## config.mk

```make
export PLATFORM = sky130hd
export DESIGN_NAME = lcd_row_scan
export DESIGN_NICKNAME = d
export VERILOG_FILES = /design/src/rtl/lcd_scan_pkg.sv /design/src/rtl/lcd_line_timer.sv /design/src/rtl/lcd_line_seq.sv /design/src/rtl/lcd_row_shifter.sv /design/src/rtl/lcd_row_scan.sv
export SDC_FILE = /design/constraint.sdc
export NUM_CORES = 1
export LEC_CHECK = 0
export ABC_AREA = 0
export BUFFER_PORTS_ARGS = -buffer_cell sky130_fd_sc_hd__buf_2
export CORE_ASPECT_RATIO = 1.1
export CORE_MARGIN = 5
export CORE_UTILIZATION = 61
export CTS_CLUSTER_SIZE = 8
export DETAILED_ROUTE_END_ITERATION = 7
export PLACE_DENSITY = 0.8
export SLEW_MARGIN = 10
export SYNTH_ARGS = -nofsm -noshare
export SYNTH_HDL_FRONTEND = slang
export SYNTH_HIERARCHICAL = 1
export SYNTH_SLANG_ARGS = --single-unit
```

## constraint.sdc

```tcl
create_clock -name clk -period 5.04 [get_ports clk]
set_clock_uncertainty 0.15 [all_clocks]
set_input_delay 1.008 -clock clk [delete_from_list [all_inputs] [get_ports clk]]
set_output_delay 1.008 -clock clk [all_outputs]
set_load 0.01 [all_outputs]
```

## src/rtl/lcd_scan_pkg.sv

```systemverilog
package lcd_scan_pkg;

   typedef enum logic [1:0] {
      SH_IDLE = 2'd0,
      SH_WAIT = 2'd1,
      SH_RUN  = 2'd2
   } shift_st_t;

   function automatic int clog2_min1(input int v);
      return (v <= 2) ? 1 : $clog2(v);
   endfunction

endpackage

```

## src/rtl/lcd_line_timer.sv

```systemverilog
module lcd_line_timer #(
   parameter int PRE1       = 16,
   parameter int PRE2       = 15,
   parameter int LINE_TICKS = 100
) (
   input  logic clk,
   input  logic rst_n,
   input  logic ref_en,
   output logic lp
);
   import lcd_scan_pkg::*;

   localparam int LTW = clog2_min1(LINE_TICKS);

   logic stage1_tc;
   logic base_tick;

   generate
      if (PRE1 == 1) begin : g_s1_pass
         assign stage1_tc = ref_en;
      end else begin : g_s1_div
         localparam int W1 = clog2_min1(PRE1);
         logic [W1-1:0] cnt1;
         always_ff @(posedge clk or negedge rst_n) begin
            if (!rst_n) cnt1 <= '0;
            else if (ref_en) cnt1 <= (cnt1 == W1'(PRE1-1)) ? '0 : cnt1 + 1'b1;
         end
         assign stage1_tc = ref_en && (cnt1 == W1'(PRE1-1));
      end

      if (PRE2 == 1) begin : g_s2_pass
         assign base_tick = stage1_tc;
      end else begin : g_s2_div
         localparam int W2 = clog2_min1(PRE2);
         logic [W2-1:0] cnt2;
         always_ff @(posedge clk or negedge rst_n) begin
            if (!rst_n) cnt2 <= '0;
            else if (stage1_tc) cnt2 <= (cnt2 == W2'(PRE2-1)) ? '0 : cnt2 + 1'b1;
         end
         assign base_tick = stage1_tc && (cnt2 == W2'(PRE2-1));
      end
   endgenerate

   logic [LTW-1:0] line_cnt;
   logic           lp_q;

   always_ff @(posedge clk or negedge rst_n) begin
      if (!rst_n) begin
         line_cnt <= '0;
         lp_q     <= 1'b0;
      end else if (base_tick) begin
         line_cnt <= (line_cnt == LTW'(LINE_TICKS-1)) ? '0 : line_cnt + 1'b1;
         lp_q     <= (line_cnt == LTW'(LINE_TICKS-2));
      end
   end

   assign lp = lp_q;

endmodule

```

## src/rtl/lcd_line_seq.sv

```systemverilog
module lcd_line_seq #(
   parameter int ROWS    = 24,
   parameter int FLM_DLY = 20,
   parameter int RW      = 5
) (
   input  logic          clk,
   input  logic          rst_n,
   input  logic          lp,
   output logic          start,
   output logic [RW-1:0] row_next,
   output logic          flm
);
   import lcd_scan_pkg::*;

   localparam int DW = clog2_min1(FLM_DLY+1);

   logic          lp_d;
   logic          dly_on;
   logic [DW-1:0] dly_cnt;
   logic [RW-1:0] row_q;
   logic          flm_q;
   logic          wrap;

   assign wrap     = (row_q == RW'(ROWS-1));
   assign row_next = wrap ? '0 : row_q + 1'b1;
   assign start    = dly_on && (dly_cnt == DW'(1));

   always_ff @(posedge clk or negedge rst_n) begin
      if (!rst_n) begin
         lp_d    <= 1'b0;
         dly_on  <= 1'b0;
         dly_cnt <= '0;
         row_q   <= RW'(ROWS-1);
         flm_q   <= 1'b0;
      end else begin
         lp_d <= lp;
         if (lp_d && !lp) begin
            dly_on  <= 1'b1;
            dly_cnt <= DW'(FLM_DLY);
         end else if (dly_on) begin
            if (dly_cnt == DW'(1)) dly_on <= 1'b0;
            else dly_cnt <= dly_cnt - 1'b1;
         end
         if (start) begin
            row_q <= row_next;
            flm_q <= wrap;
         end
      end
   end

   assign flm = flm_q;

endmodule

```

## src/rtl/lcd_row_shifter.sv

```systemverilog
module lcd_row_shifter #(
   parameter int BYTES    = 5,
   parameter int SCP_HALF = 4,
   parameter bit SCP_IDLE = 1'b0,
   parameter bit CPHA     = 1'b0,
   parameter int RW       = 5,
   parameter int AW       = 7
) (
   input  logic          clk,
   input  logic          rst_n,
   input  logic          start,
   input  logic [RW-1:0] row_idx,
   output logic          rd_en,
   output logic [AW-1:0] rd_addr,
   input  logic [7:0]    rd_data,
   output logic          scp,
   output logic          sdata
);
   import lcd_scan_pkg::*;

   localparam int BCW = clog2_min1(BYTES+1);
   localparam int HCW = clog2_min1(SCP_HALF);

   shift_st_t      st;
   logic           rd_en_q, rd_vld_q;
   logic [AW-1:0]  rd_addr_q, base_q;
   logic [7:0]     hold_q, sreg_q;
   logic           hold_v;
   logic [HCW-1:0] hcnt;
   logic           ph;
   logic [2:0]     bitc;
   logic [BCW-1:0] loaded, fetched;

   logic half_end, byte_end, do_load, finish;

   assign half_end = (hcnt == HCW'(SCP_HALF-1));
   assign byte_end = (st == SH_RUN) && half_end && ph && (bitc == 3'd0);
   assign do_load  = ((st == SH_WAIT) && hold_v) || (byte_end && (loaded != BCW'(BYTES)));
   assign finish   = byte_end && (loaded == BCW'(BYTES));

   always_ff @(posedge clk or negedge rst_n) begin
      if (!rst_n) begin
         st        <= SH_IDLE;
         rd_en_q   <= 1'b0;
         rd_vld_q  <= 1'b0;
         rd_addr_q <= '0;
         base_q    <= '0;
         hold_q    <= '0;
         hold_v    <= 1'b0;
         sreg_q    <= '0;
         hcnt      <= '0;
         ph        <= 1'b0;
         bitc      <= '0;
         loaded    <= '0;
         fetched   <= '0;
      end else begin
         rd_en_q  <= 1'b0;
         rd_vld_q <= rd_en_q;
         if (rd_vld_q) begin
            hold_q <= rd_data;
            hold_v <= 1'b1;
         end
         if (start) begin
            st        <= SH_WAIT;
            base_q    <= AW'(int'(row_idx) * BYTES);
            rd_addr_q <= AW'(int'(row_idx) * BYTES);
            rd_en_q   <= 1'b1;
            fetched   <= BCW'(1);
            loaded    <= '0;
            hold_v    <= 1'b0;
         end else if (do_load) begin
            sreg_q <= hold_q;
            hold_v <= 1'b0;
            loaded <= loaded + 1'b1;
            st     <= SH_RUN;
            ph     <= 1'b0;
            hcnt   <= '0;
            bitc   <= 3'd7;
            if (fetched != BCW'(BYTES)) begin
               rd_en_q   <= 1'b1;
               rd_addr_q <= base_q + AW'(fetched);
               fetched   <= fetched + 1'b1;
            end
         end else if (finish) begin
            st <= SH_IDLE;
         end else if (st == SH_RUN) begin
            if (half_end) begin
               hcnt <= '0;
               if (!ph) begin
                  ph <= 1'b1;
               end else begin
                  ph     <= 1'b0;
                  bitc   <= bitc - 1'b1;
                  sreg_q <= {sreg_q[6:0], 1'b0};
               end
            end else begin
               hcnt <= hcnt + 1'b1;
            end
         end
      end
   end

   assign rd_en   = rd_en_q;
   assign rd_addr = rd_addr_q;
   assign sdata   = (st == SH_RUN) && sreg_q[7];

   generate
      if (CPHA) begin : g_late_sample
         assign scp = SCP_IDLE ^ ((st == SH_RUN) && !ph);
      end else begin : g_early_sample
         assign scp = SCP_IDLE ^ ((st == SH_RUN) && ph);
      end
   endgenerate

endmodule

```

## src/rtl/lcd_row_scan.sv

```systemverilog
module lcd_row_scan
   import lcd_scan_pkg::*;
#(
   parameter int PRE1       = 16,
   parameter int PRE2       = 15,
   parameter int LINE_TICKS = 100,
   parameter int ROWS       = 24,
   parameter int BYTES      = 5,
   parameter int SCP_HALF   = 4,
   parameter bit SCP_IDLE   = 1'b0,
   parameter bit CPHA       = 1'b0,
   parameter int FLM_DLY    = 20,
   localparam int AW        = clog2_min1(ROWS*BYTES)
) (
   input  logic          clk,
   input  logic          rst_n,
   input  logic          ref_en,
   input  logic [7:0]    fb_rd_data,
   output logic          lp,
   output logic          flm,
   output logic          scp,
   output logic          sdata,
   output logic          fb_rd_en,
   output logic [AW-1:0] fb_rd_addr
);

   localparam int RW        = clog2_min1(ROWS);
   localparam int BITS      = BYTES * 8;
   localparam int MIN_LINE  = PRE1 * PRE2 * (LINE_TICKS - 1);
   localparam int NEED_LINE = 2 * SCP_HALF * BITS + FLM_DLY + 8;

   generate
      if (PRE1 < 1 || PRE1 > 16 || PRE2 < 1 || PRE2 > 16) begin : g_bad_div
         $error("lcd_row_scan: prescaler stages accept 1 to 16");
      end
      if (LINE_TICKS < 2 || ROWS < 2 || BYTES < 1 || SCP_HALF < 1 || FLM_DLY < 1) begin : g_bad_geom
         $error("lcd_row_scan: line, row, byte, half-period or delay setting too small");
      end
      if (MIN_LINE < NEED_LINE) begin : g_bad_fit
         $error("lcd_row_scan: a row does not fit inside one line period");
      end
   endgenerate

   logic          start;
   logic [RW-1:0] row_next;

   lcd_line_timer #(
      .PRE1(PRE1), .PRE2(PRE2), .LINE_TICKS(LINE_TICKS)
   ) u_timer (
      .clk(clk), .rst_n(rst_n), .ref_en(ref_en), .lp(lp)
   );

   lcd_line_seq #(
      .ROWS(ROWS), .FLM_DLY(FLM_DLY), .RW(RW)
   ) u_seq (
      .clk(clk), .rst_n(rst_n), .lp(lp),
      .start(start), .row_next(row_next), .flm(flm)
   );

   lcd_row_shifter #(
      .BYTES(BYTES), .SCP_HALF(SCP_HALF), .SCP_IDLE(SCP_IDLE),
      .CPHA(CPHA), .RW(RW), .AW(AW)
   ) u_shift (
      .clk(clk), .rst_n(rst_n), .start(start), .row_idx(row_next),
      .rd_en(fb_rd_en), .rd_addr(fb_rd_addr), .rd_data(fb_rd_data),
      .scp(scp), .sdata(sdata)
   );

endmodule

```

==> impl_metrics.py <==
metrics = {
    "worst_hold_path": {
        "whs_endpoint": "u_shift/rd_vld_q$_DFF_PN0_",
        "min_from": "u_shift/rd_en$_DFF_PN0_",
        "hold_class": "flop to flop",
        "hold_depth": 0,
    },
    "final_layout": {
        "design_area_mm2": 0.00424,
        "layout-drive-gt1-share": 0.174,
        "utilization": 0.685,
        "n_antenna_cell": 0,
        "nets": 421,
        "layout_common_cells": "72 x dfrtp_1, 39 x nand2_1, 23 x inv_1",
        "syn_to_final_growth_pct": 8.41,
        "final.fill_count": 481,
        "final_common_cell": "dfrtp_1",
    },
    "placed_design": {
        "globalplace.congestion": 0.791,
        "place_hpwl_mm": 4.66,
        "portBuffers": 22,
        "placed_cell_area_mm2": 0.00404,
    },
    "sta": {
        "hold_viol": 0,
        "rsz0062_at_grt": "no",
        "worst_pin_slew_ns": 1.14,
        "slew_headroom": 0.238,
        "period_needed_ns": 2.86,
        "slew_violations": 0,
        "finalSetupViolCount": 0,
        "finalSetupTns_ns": 0,
        "whs_ns": 0.234,
        "fmax_ghz": 0.349,
        "fin_crit_sh": 0.568,
    },
    "critical_path": {
        "cp_max_fo": 36,
        "reg2reg_to": "u_shift/sreg_q[3]$_DFFE_PN0P_",
        "reg2reg_slack_ns": 2.18,
        "rr_startpoint": "u_seq/dly_cnt[1]$_DFFE_PN0P_",
        "cp-end-kind": "flop",
        "worstSetupPathType": "flop to flop",
        "r2r_cells": 8,
        "path_common_cell": "inv_1",
        "cpPeakStageDelay_ns": 0.83,
        "crit_path_cell_trace": "inv_1 -> ha_1 -> nor2b_1 -> nand3_1 -> inv_1 -> a21oi_1 -> nor2_1 -> a31oi_1",
        "crit_arrival_ns": 2.89,
        "cp-start-kind": "flop",
        "critPathTopFamily": "buffers and inverters",
        "slowest_stage": "inv_1",
        "cp.required_ns": 5.06,
        "crit_buf_inv": 2,
    },
    "die": {
        "die_y_um": 94.0,
        "core_area_mm2": 0.00619,
        "initial_utilization": 0.632,
        "fp.dieArea_mm2": 0.00812,
        "die_x_um": 86.4,
        "ioPinCount": 23,
        "rows": 30,
    },
    "cts": {
        "clk_pin_slew_ns": 0.07,
        "cts.sinks": 76,
        "cts_root_buf": "clkbuf_8",
        "htreeDepth": 3,
        "cts_tree": "done",
        "clock_tree.buffer_depth": 2,
        "clock_latency_ns": 0.34,
        "post_cts_buffers": 0,
        "cts_buffers": 9,
        "ctsHoldBuffers": 0,
        "cts_resized": 0,
    },
    "power": {
        "intPower_mw": 0.922,
        "power_frac_clock": 0.386,
        "pwr-share-seq": 0.556,
        "switching_share": 0.237,
        "p_per_area_mw_per_mm2": 285,
        "power_mw": 1.21,
        "comb_power_share": 0.058,
        "switchingPower_mw": 0.286,
        "ir_drop_uv": 209,
        "power.leakage_nw": 2.04,
    },
    "global_routing": {
        "track_usage": 0.189,
        "grt_pass1_wl_mm": 12.2,
        "antenna_found_initial": 0,
        "grt_pass1_vias": 2645,
        "grt-ovfl-total": 0,
        "grt_max_degree": 77,
    },
    "drt": {
        "drt-vias-per-instance": 5.69,
        "finalWirelength_mm": 6.83,
        "wl_per_cell_um": 14.5,
        "drt_iter0_markers": 104,
        "first_pass_iters": 4,
        "detail-route-antenna-nets": 0,
        "route.vias.total": 2680,
        "route.detailed.drc": 0,
    },
    "synthesis": {
        "syn-instance-count": 368,
        "ys.flop_type": "dfrtp_1",
        "syn_area_mm2": 0.00391,
        "ys_ff_latch": 76,
        "ys_seq_area_frac": 0.487,
        "ys_types": 63,
        "ys_warn_count": 6,
        "synth_edf_count": 0,
        "synth_fp_nets": 403,
        "async_reset_ff_frac": 1.00,
        "syn_avg_cell_area_um2": 10.6,
    },
    "job": {
        "drv_cap": 0,
    },
    "status": {
        "status": "finished clean",
    },
}
[worst register-to-register path, delay by kind of cell (launching register included)]
family          cells  cell delay [ns]
compound gates      2             0.49
fa+ha+maj           1             0.17
buf+inv             2             0.91
flops               1             0.39
simple gates        3             0.59
[metal layers]
| layer | share of wire | vias up | GRT usage |
|---|---|---|---|
| li1 | - | 1330 | - |
| met1 | 0.45 | 1303 | 0.247 |
| met2 | 0.49 | 39 | 0.306 |
| met3 | 0.044 | 8 | 0.0351 |
| met4 | 0.013 | 0 | 0.0831 |
| met5 | 0 | - | 0 |
[power groups by stage]
stage / Sequential (mW) / Clock (mW) / Combinational [mW]
after global placement: 0.679 / 0 / 0.0671
after CTS: 0.671 / 0.481 / 0.0718
after detailed placement: 0.683 / 0 / 0.0719
after floorplan: 0.666 / 0 / 0.0571
after global routing: 0.677 / 0.513 / 0.0832
final: 0.672 / 0.467 / 0.0698
[synth_stat cells (3+ instances only)]
library cell,count,area share
o21ai_0,22,0.028
a21o_1,4,0.0077
nand2_1,39,0.037
nor3_1,5,0.0064
mux2i_1,10,0.026
mux2_2,16,0.046
xnor2_1,14,0.031
nand3_1,9,0.012
nor2_1,19,0.018
nand4_1,4,0.0064
clkbuf_1,8,0.0077
dfstp_2,4,0.027
inv_1,23,0.022
nor2b_1,3,0.0048
ha_1,22,0.070
a21oi_1,14,0.018
a31oi_1,8,0.013
nand2b_1,7,0.011
buf_6,3,0.0086
dfrtp_1,72,0.46
o21ai_1,8,0.010
[layout make-up]
class	count	area, um2	area share
clock inverters	4	47.5	0.0112
clock buffers	12	155	0.0366
inverters	23	86.3	0.0204
repair buffers	22	113	0.0265
flip-flops and latches	76	1910	0.450
well taps	80	100	0.0236
multi-input cells	254	1830	0.432
[per-stage QoR]
stage	setup WS, ns	std cells
global route	1.85	471
detailed placement	2.17	455
finish	2.18	471
floorplan	2.48	368
global placement	2.32	455
CTS	2.17	471
[cells by family after synthesis]
| family | after synthesis | synth area share |
|---|---|---|
| and+or+nand+nor | 111 | 0.154 |
| AOI/OAI and AO/OA | 77 | 0.127 |
| DFF | 76 | 0.487 |
| buffers and inverters | 38 | 0.0441 |
| muxes | 26 | 0.0716 |
| adders and majority gates | 24 | 0.0806 |
| xor gates and xnor gates | 16 | 0.0358 |
[flip-flops by register name (all words and copies together), names as in the netlist, 2 cells and up]
name / flops
u_seq/dly_cnt: 5
u_seq/row_q: 5
u_shift/base_q: 7
u_shift/bitc: 3
u_shift/fetched: 3
u_shift/hcnt: 2
u_shift/hold_q: 8
u_shift/loaded: 3
u_shift/rd_addr: 7
u_shift/sreg_q: 8
u_shift/st: 2
u_timer/g_s1_div.cnt1: 4
u_timer/g_s2_div.cnt2: 4
u_timer/line_cnt: 7
[worst max-delay path by stage]
stage | cells after the start | startpoint | endpoint | slack (ns)
global route | 8 | u_seq/dly_cnt[1]$_DFFE_PN0P_ | u_shift/sreg_q[1]$_DFFE_PN0P_ | 1.85
detailed placement | 8 | u_seq/dly_cnt[1]$_DFFE_PN0P_ | u_shift/sreg_q[3]$_DFFE_PN0P_ | 2.17
CTS | 8 | u_seq/dly_cnt[1]$_DFFE_PN0P_ | u_shift/sreg_q[3]$_DFFE_PN0P_ | 2.17
floorplan | 6 | ref_en | u_timer/line_cnt[2]$_DFFE_PN0P_ | 2.48
global placement | 5 | ref_en | u_timer/line_cnt[2]$_DFFE_PN0P_ | 2.32
finish | 8 | u_seq/dly_cnt[1]$_DFFE_PN0P_ | u_shift/sreg_q[3]$_DFFE_PN0P_ | 2.18
(Power assumes the default switching activity.)
